`src/rtl/ctl_irq_pkg.sv`:
```
package ctl_irq_pkg;
    localparam int REG_W = 8;
    localparam int OP_W  = 7;

    localparam logic [OP_W-1:0] OP_NOP    = 7'h00;
    localparam logic [OP_W-1:0] OP_FLUSH  = 7'h01;
    localparam logic [OP_W-1:0] OP_SRST   = 7'h02;
    localparam logic [OP_W-1:0] OP_BRST   = 7'h03;
    localparam logic [OP_W-1:0] OP_XFER   = 7'h10;
    localparam logic [OP_W-1:0] OP_MSGACC = 7'h12;
    localparam logic [OP_W-1:0] OP_PAD    = 7'h18;
    localparam logic [OP_W-1:0] OP_SEL    = 7'h41;
    localparam logic [OP_W-1:0] OP_SELATN = 7'h42;
    localparam logic [OP_W-1:0] OP_ENSEL  = 7'h44;
    localparam logic [OP_W-1:0] OP_DISSEL = 7'h45;

    localparam int A_CMD    = 0;
    localparam int A_STAT   = 1;
    localparam int A_REASON = 2;
    localparam int A_STEP   = 3;
    localparam int A_FLAGS  = 4;
    localparam int A_CFG1   = 5;

    localparam int ST_INT    = 7;
    localparam int ST_TC     = 4;
    localparam int CFG_NOREP = 6;

    localparam logic [REG_W-1:0] RS_RESET = 8'h80;
    localparam logic [REG_W-1:0] RS_DISC  = 8'h20;
    localparam logic [REG_W-1:0] RS_BUS   = 8'h10;
    localparam logic [REG_W-1:0] RS_FC    = 8'h08;
    localparam logic [REG_W-1:0] STEP_DONE = 8'h04;
    localparam logic [REG_W-1:0] CFG1_INIT = 8'h07;

    typedef enum logic [3:0] {
        CK_NONE, CK_NOP, CK_FLUSH, CK_SRST, CK_BRST,
        CK_MSGACC, CK_PAD, CK_ENSEL, CK_DISSEL, CK_LAUNCH
    } cmd_kind_e;

    typedef enum logic [1:0] {
        ST_IDLE, ST_WAIT_DMA, ST_BUSY
    } seq_state_e;
endpackage

```
`src/rtl/ctl_cmd_decode.sv`:
```
module ctl_cmd_decode
    import ctl_irq_pkg::*;
(
    input  logic [OP_W-1:0] op,
    output cmd_kind_e       kind
);
    always_comb begin
        unique case (op)
            OP_NOP:    kind = CK_NOP;
            OP_FLUSH:  kind = CK_FLUSH;
            OP_SRST:   kind = CK_SRST;
            OP_BRST:   kind = CK_BRST;
            OP_MSGACC: kind = CK_MSGACC;
            OP_PAD:    kind = CK_PAD;
            OP_ENSEL:  kind = CK_ENSEL;
            OP_DISSEL: kind = CK_DISSEL;
            OP_XFER, OP_SEL, OP_SELATN: kind = CK_LAUNCH;
            default:   kind = CK_NONE;
        endcase
    end
endmodule

```
`src/rtl/ctl_seq_fsm.sv`:
```
module ctl_seq_fsm
    import ctl_irq_pkg::*;
(
    input  logic            clk,
    input  logic            rst_n,
    input  logic            soft_clr,
    input  logic            req,
    input  logic [OP_W-1:0] req_op,
    input  logic            req_dma,
    input  logic            dma_en,
    input  logic            op_done,
    output logic            launch,
    output logic [OP_W-1:0] launch_op,
    output logic            launch_dma,
    output logic            done_ok
);
    seq_state_e      state_q, state_d;
    logic [OP_W-1:0] pend_op_q;
    logic            pend_dma_q;
    logic            req_park, go_now, go_late;

    assign req_park = req && req_dma && !dma_en;
    assign go_now   = !soft_clr && req && !req_park;
    assign go_late  = !soft_clr && !req && (state_q == ST_WAIT_DMA) && dma_en;
    assign done_ok  = !soft_clr && !req && (state_q == ST_BUSY) && op_done;

    always_comb begin
        state_d = state_q;
        if (soft_clr) begin
            state_d = ST_IDLE;
        end else if (req) begin
            state_d = req_park ? ST_WAIT_DMA : ST_BUSY;
        end else begin
            unique case (state_q)
                ST_IDLE:     state_d = ST_IDLE;
                ST_WAIT_DMA: state_d = dma_en ? ST_BUSY : ST_WAIT_DMA;
                ST_BUSY:     state_d = op_done ? ST_IDLE : ST_BUSY;
                default:     state_d = ST_IDLE;
            endcase
        end
    end

    always_ff @(posedge clk) begin
        if (!rst_n) begin
            state_q    <= ST_IDLE;
            pend_op_q  <= '0;
            pend_dma_q <= 1'b0;
        end else begin
            state_q <= state_d;
            if (req) begin
                pend_op_q  <= req_op;
                pend_dma_q <= req_dma;
            end
        end
    end

    always_ff @(posedge clk) begin
        if (!rst_n) begin
            launch     <= 1'b0;
            launch_op  <= '0;
            launch_dma <= 1'b0;
        end else begin
            launch <= go_now || go_late;
            if (go_now) begin
                launch_op  <= req_op;
                launch_dma <= req_dma;
            end else if (go_late) begin
                launch_op  <= pend_op_q;
                launch_dma <= pend_dma_q;
            end
        end
    end
endmodule

```
`src/rtl/ctl_irq_core.sv`:
```
module ctl_irq_core
    import ctl_irq_pkg::*;
#(
    parameter int ADDR_W = 3
) (
    input  logic              clk,
    input  logic              rst_n,
    input  logic              wr_en,
    input  logic              rd_en,
    input  logic [ADDR_W-1:0] addr,
    input  logic [REG_W-1:0]  wr_data,
    output logic [REG_W-1:0]  rd_data,
    input  logic              dma_en,
    input  logic              op_done,
    input  logic [REG_W-1:0]  done_flags,
    output logic              irq,
    output logic              launch,
    output logic [OP_W-1:0]   launch_op,
    output logic              launch_dma
);
    logic [REG_W-1:0] cmd_q, status_q, reason_q, step_q, flags_q, cfg1_q;
    cmd_kind_e        kind;
    logic             cmd_wr, cfg_wr, ack_rd, soft_clr, done_ok;

    assign cmd_wr   = wr_en && (addr == ADDR_W'(A_CMD));
    assign cfg_wr   = wr_en && (addr == ADDR_W'(A_CFG1));
    assign ack_rd   = rd_en && (addr == ADDR_W'(A_REASON));
    assign soft_clr = cmd_wr && (kind == CK_SRST);

    ctl_cmd_decode i_dec (
        .op   (wr_data[OP_W-1:0]),
        .kind (kind)
    );

    ctl_seq_fsm i_fsm (
        .clk        (clk),
        .rst_n      (rst_n),
        .soft_clr   (soft_clr),
        .req        (cmd_wr && (kind == CK_LAUNCH)),
        .req_op     (wr_data[OP_W-1:0]),
        .req_dma    (wr_data[REG_W-1]),
        .dma_en     (dma_en),
        .op_done    (op_done),
        .launch     (launch),
        .launch_op  (launch_op),
        .launch_dma (launch_dma),
        .done_ok    (done_ok)
    );

    always_ff @(posedge clk) begin
        if (!rst_n || soft_clr) begin
            cmd_q    <= '0;
            status_q <= '0;
            reason_q <= '0;
            step_q   <= '0;
            flags_q  <= '0;
            cfg1_q   <= CFG1_INIT;
        end else begin
            if (ack_rd) begin
                reason_q         <= '0;
                status_q[ST_TC]  <= 1'b0;
                status_q[ST_INT] <= 1'b0;
                step_q           <= STEP_DONE;
            end
            if (done_ok) begin
                status_q <= '0;
                status_q[ST_TC]  <= 1'b1;
                status_q[ST_INT] <= 1'b1;
                reason_q <= RS_BUS | RS_FC;
                step_q   <= STEP_DONE;
                flags_q  <= done_flags;
            end
            if (cmd_wr && kind != CK_NONE) begin
                cmd_q <= wr_data;
                unique case (kind)
                    CK_FLUSH: begin
                        reason_q <= RS_FC;
                        step_q   <= '0;
                        flags_q  <= '0;
                    end
                    CK_BRST: begin
                        reason_q <= RS_RESET;
                        if (!cfg1_q[CFG_NOREP]) status_q[ST_INT] <= 1'b1;
                    end
                    CK_MSGACC: begin
                        reason_q         <= RS_DISC;
                        step_q           <= '0;
                        flags_q          <= '0;
                        status_q[ST_INT] <= 1'b1;
                    end
                    CK_PAD: begin
                        status_q[ST_TC] <= 1'b1;
                        reason_q        <= RS_FC;
                        step_q          <= '0;
                    end
                    CK_ENSEL: reason_q <= '0;
                    CK_DISSEL: begin
                        reason_q         <= '0;
                        status_q[ST_INT] <= 1'b1;
                    end
                    default: ;
                endcase
            end
            if (cfg_wr) cfg1_q <= wr_data;
        end
    end

    assign irq = status_q[ST_INT];

    always_comb begin
        unique case (int'(addr))
            A_CMD:    rd_data = cmd_q;
            A_STAT:   rd_data = status_q;
            A_REASON: rd_data = reason_q;
            A_STEP:   rd_data = step_q;
            A_FLAGS:  rd_data = flags_q;
            A_CFG1:   rd_data = cfg1_q;
            default:  rd_data = '0;
        endcase
    end
endmodule

```
`config.mk`:
```
export PLATFORM = sky130hd
export DESIGN_NAME = ctl_irq_core
export DESIGN_NICKNAME = d
export VERILOG_FILES = /design/src/rtl/ctl_irq_pkg.sv /design/src/rtl/ctl_cmd_decode.sv /design/src/rtl/ctl_seq_fsm.sv /design/src/rtl/ctl_irq_core.sv
export SDC_FILE = /design/constraint.sdc
export NUM_CORES = 1
export LEC_CHECK = 0
export ABC_AREA = 0
export BUFFER_PORTS_ARGS = -buffer_cell sky130_fd_sc_hd__buf_2
export CAP_MARGIN = 20
export CORE_AREA = 2 2 85 79
export CTS_CLUSTER_SIZE = 40
export DETAILED_ROUTE_END_ITERATION = 10
export DIE_AREA = 0 0 87 81
export PLACE_DENSITY = 0.74
export SLEW_MARGIN = 20
export SYNTH_ARGS = -nofsm -noshare
export SYNTH_HDL_FRONTEND = slang
export SYNTH_SLANG_ARGS = --single-unit
```
`constraint.sdc`:
```
create_clock -name clk -period 1.65 [get_ports clk]
set_input_delay 0.0825 -clock clk [delete_from_list [all_inputs] [get_ports clk]]
set_output_delay 0.0825 -clock clk [all_outputs]
set_load 0.005 [all_outputs]
```
# --- Yosys cells after proc, flatten, opt, wreduce, memory -nomap -nowiden ---
# Cells that the tools add are included.
# W data, S select, Z words.
classes:
  n_eq_ne: 25
  mux: 30
  bitwise_logic: 1
  reduce_logical: 33
ops:
  columns: ["cell", "n"]
  rows:
  - ["$mux W8", 11]
  - ["$pmux W8 S6", 1]
  - ["$pmux W4 S9", 1]
  - ["$pmux W8 S4", 1]
  - ["$eq A7 B7 Y1 const B", 4]
  - ["$eq A7 B5 Y1 const B", 3]
  - ["$eq A4 B3 Y1 const B", 4]
  - ["$logic_and A1 B1 Y1", 15]
  - ["$eq A7 B2 Y1 const B", 2]
  - ["$mux W7", 2]
  - ["$reduce_or A2 Y1", 5]
  - ["$eq A4 B2 Y1 const B", 2]
  - ["$eq A4 B4 Y1 const B", 2]
  - ["$mux W1", 8]
  - ["$mux W2", 4]
  - ["$eq A7 B1 Y1 const B", 1]
  - ["$logic_not A7 Y1", 1]
  - ["$eq A3 B2 Y1 const B", 2]
  - ["$eq A3 B3 Y1 const B", 2]
  - ["$reduce_or A3 Y1", 2]
  - ["$logic_not A1 Y1", 5]
  - ["$pmux W2 S2", 1]
  - ["$reduce_bool A4 Y1", 1]
  - ["$eq A3 B1 Y1 const B", 1]
  - ["other kinds (7)", 8]
word_totals:
  reg_bits: 61
  output_inout_bits: 18
  wordCells: 101

# --- Depth between registers and ports, before layout ---
# Gate-level depths: netlist of the first run.
logic_depth:
  ltp_word: 13
  mapped_depth: 9

# --- Modules after synthesis ---
# A second synthesis of the first run with hierarchy kept.
hier_totals:
  hier_cells: 323
  area_unflattened_um2: 3012.9
modules_own_cells:
  columns: ["mod", "n_inst", "cells_per_inst", "area_per_inst_um2", "seq_area_each_um2"]
  rows:
  - ["ctl_irq_core", 1, 210, 1973.1, 840.8]
  - ["ctl_seq_fsm", 1, 87, 862.1, 380.4]
  - ["ctl_cmd_decode", 1, 26, 177.7, 0.0]

# --- Worst setup path after synthesis of the first run ---
# OpenSTA, ideal clock, no wires.
synth_timing:
  kind: "input -> register"
  start: "input wr_data[0]"
  end: "register step_q[0]"
  setup_time_ns: 0.115
  arrival_time_ns: 1.637
  setup_slack_ns: -0.102
  cell_stages: 7
  n_path_buf: 1
  cell_sequence: "buf_6 -> or4_1 -> o22ai_2 -> nor2_2 -> a2111oi_4 -> nor3_2 -> and2_1"
synth_between:
  elab_chain_len: 12
synth_rtl:
  columns: ["item", "line", "text"]
  rows:
  - ["start: declaration", "ctl_irq_core.sv:11", "input logic [REG_W-1:0] wr_data,"]
  - ["$eq A7 B5 Y1 / $eq A7 B7 Y1 (equally long branches)", "ctl_cmd_decode.sv:8", "unique case (op)"]
  - ["$reduce_or A3 Y1", "ctl_cmd_decode.sv:8", null]
  - ["$pmux W4 S9 *", "ctl_cmd_decode.sv:8", null]
  - ["$eq A4 B2 Y1 / $eq A4 B4 Y1 (equally long branches)", "ctl_irq_core.sv:28, ctl_irq_core.sv:39", null]
  - ["$logic_and A1 B1 Y1 (on tied branches)", "ctl_irq_core.sv:28, ctl_irq_core.sv:39", null]
  - ["$logic_not A1 Y1", "ctl_seq_fsm.sv:25", "assign done_ok = !soft_clr && !req && (state_q == ST_BUSY) && op_done;"]
  - ["$logic_and A1 B1 Y1 (3 in series)", "ctl_seq_fsm.sv:25", null]
  - ["$mux W8", "ctl_irq_core.sv:65", "if (done_ok) begin"]
  - ["$mux W8", "ctl_irq_core.sv:75", "unique case (kind)"]
  - ["$mux W8", "ctl_irq_core.sv:73", "if (cmd_wr && kind != CK_NONE) begin"]
  - ["end signal: assignment", "ctl_irq_core.sv:63", "step_q <= STEP_DONE;"]
  - ["end signal: assignment", "ctl_irq_core.sv:70", "step_q <= STEP_DONE;"]
  - ["end signal: assignment", "ctl_irq_core.sv:78", "step_q <= '0;"]
  - ["end: declaration", "ctl_irq_core.sv:21", "logic [REG_W-1:0] cmd_q, status_q, reason_q, step_q, flags_q, cfg1_q;"]
# Mark *: on every way between the ends. The rest lies on a longest branch, timed or not.
# A chain may end at the register's enable or synchronous reset.

# --- Final worst setup path of the first run ---
layout_timing:
  start: "register i_fsm.state_q[0]"
  end: "register reason_q[5]"
layout_between:
  elab_chain_len: 6
layout_rtl:
  columns: ["item", "line", "text"]
  rows:
  - ["start: declaration", "ctl_seq_fsm.sv:17", "seq_state_e state_q, state_d;"]
  - ["start signal: assignment", "ctl_seq_fsm.sv:49", "state_q <= state_d;"]
  - ["$eq A2 B2 Y1 *", "ctl_seq_fsm.sv:25", null]
  - ["$logic_and A1 B1 Y1 * (2 in series)", "ctl_seq_fsm.sv:25", null]
  - ["$mux W8 *", "ctl_irq_core.sv:65", null]
  - ["$pmux W8 S4", "ctl_irq_core.sv:75", null]
  - ["$mux W8 *", "ctl_irq_core.sv:73", null]
  - ["end signal: assignment", "ctl_irq_core.sv:69", "reason_q <= RS_BUS | RS_FC;"]
  - ["end: declaration", "ctl_irq_core.sv:21", null]
# Marks and branches as above.

==> results.md, run 1 <==
- RR Startpoint: i_fsm.state_q[0]$_SDFF_PP0_
- CTS Root Cell: clkbuf_8
- Row count: 28
- Synth top area share: 41.5%
- Die H: 81 µm
- Yosys reg bits: 61
- RSZ-0062 raised after global routing: false
- Power Dens Cells: 810 mW/mm²
- Initial Utilization: 47.0%
- Clock transition at path regs: 0.07 ns
- Seq/Total Area, Yosys: 41.5%
- Routability congestion estimate: 0.854
- Minimum clock period: 1.58 ns
- Nets: 450
- DIE WIDTH: 87 µm
- Fin. Hold Viols: 0
- Sw Share: 24.8%
- Layout cell share with drive strength beyond 1: 31.8%
- Yosys top cell by area: dfxtp_1
- Port bufs: 42
- Synth async-reset ratio: 0%
- DRT iter0 DRCs: 147
- Wirelength per Cell: 15.4 µm
- Worst setup path category: reg2reg
- Period utilization: 96.0%
- Crit. End Element: register
- Pre-CTS setup slack: -0.233 ns
- Flop pwr share: 47.0%
- Syn Nets: 354
- CP required: 1.88 ns
- CTS H-tree lvls: 3
- Worst Tran Pin Value: 0.570 ns
- Final WS setup: 0.0659 ns
- Vias per cell: 5.50
- First-pass GRT wire length: 12.6 mm
- Vias in the first global route: 2609
- Final Slew Violations: 0
- Critical Path AT: 1.81 ns
- Crit path launch: i_fsm.state_q[0]$_SDFF_PP0_
- Fin Hold WS: 0.0773 ns
- CTS tree: done
- Comb power frac: 10.6%
- Status: completed
- Hold Startpoint: wr_data[7]
- Setup TNS: 0 ns
- Gate count of the mapped netlist: 327
- Die area: 0.00705 mm²
- Area delta synth->final: 32.3%
- Clock Latency Late Sink: 0.35 ns
- Core area: 0.00627 mm²
- Leakage power: 1.64 nW
- Fin area: 0.00390 mm²
- Layout fillers: 514
- Worst hold path cell count: 3
- Antenna violations before repair: 0
- Detail Route Antenna Nets: 0
- Max-Slew Margin vs Limit: 61.9%
- HPWL after DPL: 5.54 mm
- Ant. Diodes: 0
- Max Fclk: 631 MHz
- Yosys warns: 0
- Netlist Area Pre-Place: 0.00295 mm²
- Psw: 0.000784 W
- HP Class: in2reg
- Worst vdd ir: 581 µV
- Syn avg cell area: 9.01 µm²
- Drt drc: 0
- Startpoint Class: register
- Final WL: 7.74 mm
- Unique cell type count in the Yosys netlist: 58
- Bufs on Longest Clock Path: 2
- # IOs: 43
- Clock power share: 42.4%
- Commonest cells post-synth: dfxtp_1 (61), nand2_1 (36), nor2_1 (35)
- CTS buffer count: 9
- EDFF count, synth: 0
- Clock Skew: 0.0147 ns
- Count leader, synth: dfxtp_1
- Largest net degree at the start of global routing: 18
- R2r worst-path depth: 7
- Num Clock Sinks: 61
- Power Internal: 0.00237 W
- Area contributors post-synth: dfxtp_1 (41%), mux2i_1 (10%), nand2_1 (4.6%)
- CP max FO: 6
- Most used DFF post-synth: dfxtp_1
- Grt total ovfl: 0
- 1st-pass router iterations: 5
- Cell Area, Placed: 0.00357 mm²
- Via Count: 2766
- Total Routing Usage GR: 23.2%
- Max-Cap Viols: 0
- Final setup viols: 0
[area by class of cell]
cell class	instances	area [µm²]	area share, %
inverters	5	18.8	0.482
repair buffers	107	733	18.8
multi-input cells	239	1630	41.8
clock inverters	6	61.3	1.57
clock buffers	10	138	3.53
well taps	75	93.8	2.41
flip-flops and latches	61	1220	31.3
[power groups by stage]
stage	Sequential, W	Combinational [W]	Clock, W
floorplan	0.00151	0.000159	0
global placement	0.00152	0.000297	0
detailed placement	0.00152	0.000303	0
CTS	0.00148	0.000322	0.00135
global route	0.00148	0.000362	0.00142
finish	0.00148	0.000335	0.00134
[placed cells by master (no fill, tap or decap), types with 3 or more instances in the layout]
master,count
o22ai_1,8
nand3b_1,7
nor3_1,4
o21ai_1,3
a22oi_1,11
and3_1,4
and2_1,16
clkbuf_8,10
clkinv_2,3
inv_1,5
nand2_1,36
nor2_1,35
mux2i_1,29
dlygate4sd3_1,9
o221ai_1,4
a21oi_2,3
nor2b_1,3
nand2b_1,5
a211oi_1,4
a21oi_1,19
dfxtp_1,61
nand3_1,6
buf_2,42
buf_4,55
[worst max-delay path, stage by stage, from the launching register on]
cell and delay, ns:
dfxtp_1 0.31, inv_1 0.06, ha_1 0.18, nand2_1 0.11, a22oi_1 0.35, a211oi_2 0.08
buf_4 0.17, a22o_1 0.22
[metrics by stage]
| step | instances | util, % | power (W) |
|---|---|---|---|
| after global placement | 477 | 57.0 | 0.00181 |
| after floorplan | 327 | - | 0.00167 |
| after CTS | 502 | 61.7 | 0.00315 |
| after global routing | 503 | 62.1 | 0.00327 |
| final | 503 | 62.1 | 0.00316 |
| after detailed placement | 477 | 57.0 | 0.00182 |
[sequential cells by signal (all words and copies together) (netlist names)]
| signal | flops |
|---|---|
| reason_q | 8 |
| i_fsm.launch_op | 7 |
| cfg1_q | 8 |
| i_fsm.launch | 1 |
| i_fsm.pend_dma_q | 1 |
| i_fsm.launch_dma | 1 |
| status_q | 2 |
| i_fsm.pend_op_q | 7 |
| flags_q | 8 |
| cmd_q | 8 |
| i_fsm.state_q | 2 |
| step_q | 8 |
[cells by family (layout without fill, tap and decap cells)]
| kind of cell | Yosys count | after routing | synth area share [%] |
|---|---|---|---|
| DFF | 61 | 61 | 41.5 |
| and+or+nand+nor | 131 | 131 | 23.6 |
| buffers and inverters | 27 | 128 | 4.59 |
| AOI/OAI and AO/OA | 71 | 71 | 17.6 |
| adders and majority gates | 2 | 2 | 0.849 |
| xor gates and xnor gates | 3 | 3 | 0.892 |
| muxes | 32 | 32 | 11.0 |
[routing by layer]
layer	routed length, µm	part of all wire [%]	global-route usage (%)
met3	469	6.1	6.50
met1	3550	46	31.5
met2	3550	46	35.6
met4	172	2.2	7.66
met5	0	0	0
[final timing paths]
kind / to / slack [ns]
min: cfg1_q[7]$_SDFFE_PP0P_ / 0.08
min reg2reg: i_fsm.launch_op[5]$_SDFFE_PN0P_ / 0.45
max: reason_q[5]$_SDFF_PP0_ / 0.07
max reg2reg: reason_q[5]$_SDFF_PP0_ / 0.07
[what timing repair did]
| item | 4_1_cts | 5_1_grt |
|---|---|---|
| hold buffers | 9 | 0 |
| setup endpoints to repair | 4 | 19 |
| resized for setup | 1 | 4 |
| pin swaps | 0 | 1 |
| hold endpoints to repair | 9 | 0 |
| buffers inserted | 0 | 1 |
Power figures use the tool's default switching activity.
==> run 2: changes to the inputs <==
--- a/config.mk
+++ b/config.mk
@@ -8,10 +8,10 @@
 export ABC_AREA = 0
 export BUFFER_PORTS_ARGS = -buffer_cell sky130_fd_sc_hd__buf_2
 export CAP_MARGIN = 20
-export CORE_AREA = 2 2 85 79
+export CORE_AREA = 2 2 67 100
 export CTS_CLUSTER_SIZE = 40
 export DETAILED_ROUTE_END_ITERATION = 10
-export DIE_AREA = 0 0 87 81
+export DIE_AREA = 0 0 69 102
 export PLACE_DENSITY = 0.74
 export SLEW_MARGIN = 20
 export SYNTH_ARGS = -nofsm -noshare
==> run 2 against run 1 <==
  * The run now ends with negative hold slack left
  * Routed wire length shrank 1.6%
  * Combinational power decreased by 4%
  * Clock power increased by 20%
  * Largest power group is now the clock network
  * Largest cell class unchanged
  * Clock skew down 0.0087 ns
==> results.md, run 2 (same netlist as run 1, synthesis figures left out) <==
- Fin. Hold Viols: 1 (was 0)
- CP max FO: 7 (was 6)
- Detail Route Antenna Nets: 0 (unchanged)
- # IOs: 43 (unchanged)
- Num Clock Sinks: 61 (unchanged)
- Die area: 0.00704 mm² (was 0.00705 mm²)
- First-pass GRT wire length: 12.6 mm (about the same)
- Reg-to-reg slack, setup: 0.16 ns (was 0.07 ns)
- Crit path launch: wr_data[3] (was i_fsm.state_q[0]$_SDFF_PP0_)
- HP Class: in2reg (unchanged)
- Delay-heaviest family, CP: simple AND/OR/NAND/NOR gates (was compound AO/OA/AOI/OAI gates)
- Flop pwr share: 43.4% (was 47.0%)
- Vias per cell: 5.46 (was 5.50)
- Max Fclk: 658 MHz (was 631 MHz)
- Antenna violations before repair: 0 (unchanged)
- Fin area: 0.00387 mm² (was 0.00390 mm²)
- Layout Utilization: 63.1% (was 62.1%)
- Critical path buffers and inverters: 1 (was 2)
- Comb power frac: 9.5% (was 10.6%)
- Largest net degree at the start of global routing: 19 (was 18)
- Final Slew Violations: 0 (unchanged)
- Post-Layout Cell Count: 495 (was 503)
- Worst path cell trace: buf_2, or4_4, o22ai_2, nor2_2, a2111oi_4, nor3_2, and2_1 (was inv_1, ha_1, nand2_1, a22oi_1, a211oi_2, buf_4, a22o_1)
- RSZ-0062 raised after global routing: false (unchanged)
- Max-Cap Viols: 0 (unchanged)
- Layout cell share with drive strength beyond 1: 30.2% (was 31.8%)
- WP depth: 7 (unchanged)
- Die H: 102 µm (was 81 µm)
- Via Count: 2703 (was 2766)
- Minimum clock period: 1.52 ns (was 1.58 ns)
- Port bufs: 42 (unchanged)
- Setup TNS: 0 ns (unchanged)
- Startpoint Class: input pin (was register)
- Clock transition at path regs: 0.06 ns (was 0.07 ns)
- Crit. End Element: register (unchanged)
- Power Dens Cells: 884 mW/mm² (was 810 mW/mm²)
- Commonest non-fill, non-tap cell in the layout: dfxtp_1 (unchanged)
- CP required: 1.89 ns (was 1.88 ns)
- Grt total ovfl: 0 (unchanged)
- Commonest cells after routing, fill and taps aside: dfxtp_1 (61), buf_4 (49), buf_2 (42) (was dfxtp_1 (61), buf_4 (55), buf_2 (42))
- Worst hold path cell count: 3 (unchanged)
- Initial Utilization: 48.0% (was 47.0%)
- Fin Hold WS: -0.00434 ns (was 0.0773 ns)
- Worst Tran Pin Value: 0.400 ns (was 0.570 ns)
- Critical Path AT: 1.76 ns (was 1.81 ns)
- Layout fillers: 540 (was 514)
- Final setup viols: 0 (unchanged)
- HPWL after DPL: 5.58 mm (was 5.54 mm)
- Failing checks: negative hold slack
- Row count: 35 (was 28)
- Psw: 0.000744 W (was 0.000784 W)
- Slowest stage cell on the critical path: or4_4 (was a22oi_1)
- DIE WIDTH: 69 µm (was 87 µm)
- Crit path largest cell delay: 0.52 ns (was 0.35 ns)
- Final WL: 7.61 mm (was 7.74 mm)
- Clock power share: 47.1% (was 42.4%)
- Status: finished with violations (was completed)
- Cell Area, Placed: 0.00353 mm² (was 0.00357 mm²)
- Core area: 0.00613 mm² (was 0.00627 mm²)
- CTS H-tree lvls: 3 (unchanged)
- Worst setup path category: in2reg (was reg2reg)
- Leakage power: 1.63 nW (was 1.64 nW)
- CTS Root Cell: clkbuf_8 (unchanged)
- Area delta synth->final: 31.3% (was 32.3%)
- CTS tree: done (unchanged)
- Total Routing Usage GR: 22.7% (was 23.2%)
- Cell count after placement: 471 (was 477)
- Vias in the first global route: 2766 (was 2609)
- R2R Path End: flags_q[3]$_SDFF_PP0_ (was reason_q[5]$_SDFF_PP0_)
- Bufs on Longest Clock Path: 2 (unchanged)
- Clock Skew: 0.00601 ns (was 0.0147 ns)
- Period utilization: 92.1% (was 96.0%)
- Nets: 443 (was 450)
- Wirelength per Cell: 15.4 µm (about the same)
- Drt drc: 0 (unchanged)
- DRT iter0 DRCs: 120 (was 147)
- Clock Latency Late Sink: 0.35 ns (about the same)
- Post-CTS Setup Inserts: 0 (unchanged)
- Power Internal: 0.00267 W (was 0.00237 W)
- Worst vdd ir: 532 µV (was 581 µV)
- Routability congestion estimate: 0.928 (was 0.854)
- Max-Slew Margin vs Limit: 73.3% (was 61.9%)
- 1st-pass router iterations: 5 (unchanged)
- Total Power: 0.00342 W (was 0.00316 W)
- RR Startpoint: i_fsm.state_q[0]$_SDFF_PP0_ (unchanged)
- Critical Path Sink: step_q[0]$_SDFF_PP0_ (was reason_q[5]$_SDFF_PP0_)
- Sw Share: 21.8% (was 24.8%)
- CTS buffer count: 9 (unchanged)
- Ant. Diodes: 0 (unchanged)
- R2r worst-path depth: 7 (unchanged)
## run 2: changes by cell type in the layout (fill, tap and decap cells not counted), sizes merged
cell	delta
buf	-6
bufinv	+2
clkbuf	+2
clkinv	-2
clkinvlp	-1
dlygate4sd3	-1
inv	-1
## run 2: how the worst min path moves through the flow
stage                              from                          end  slack (ns)
after floorplan                  dma_en  i_fsm.state_q[0]$_SDFF_PP0_        0.16
after global routing      done_flags[2]        flags_q[2]$_SDFF_PP0_        0.02
final                     done_flags[2]        flags_q[2]$_SDFF_PP0_      -0.004
after detailed placement         dma_en  i_fsm.state_q[0]$_SDFF_PP0_        0.30
after CTS                 done_flags[2]        flags_q[2]$_SDFF_PP0_       0.002
after global placement           dma_en  i_fsm.state_q[0]$_SDFF_PP0_        0.30
## run 2: layout make-up
type,count,area [µm²],share of cell area [%]
multi-input combinational,239,1620,41.8
sequential,61,1220,31.6
timing repair buffer,100,678,17.5
inverter,5,18.8,0.485
tap,74,92.6,2.39
clock buffer,12,145,3.75
clock inverter,4,95.1,2.46
## run 2: worst register-to-register path, delay by kind of cell (launching register included)
kind	cells	cell delay (ns)
mux	1	0.22
flops	1	0.31
compound gates	1	0.23
buf+inv	2	0.30
fa+ha+maj	1	0.16
simple gates	2	0.16
## run 2: routing by layer
metal,routed length [µm],track usage (%),vias to the layer above
li1,-,-,1346
met2,3900,42.5,85
met1,3010,23.3,1246
met3,387,5.23,26
met4,320,12.5,0
met5,0,0,-
## run 2: power groups by stage
stage	sequential, W	clock (W)	combinational, W
after floorplan	0.00151	0	0.000159
after global placement	0.00152	0	0.000295
after detailed placement	0.00152	0	0.000299
after CTS	0.00148	0.00162	0.000317
after global routing	0.00148	0.00170	0.000347
final	0.00148	0.00161	0.000323
## run 2: metrics by stage
step | setup WS [ns] | hold WS (ns)
6_report | 0.131 | -0.00434
2_1_floorplan | -0.0407 | 0.162
4_1_cts | 0.0460 | 0.00194
3_5_place_dp | -0.204 | 0.300
5_1_grt | 0.0149 | 0.0153
3_3_place_gp | -0.179 | 0.299
## run 2: timing repair
| item | CTS | global route |
|---|---|---|
| endpoints found under the hold margin | 8 | 0 |
| endpoints found under the setup margin | 0 | 8 |
| resized for setup | 0 | 2 |
| hold buffers | 8 | 0 |
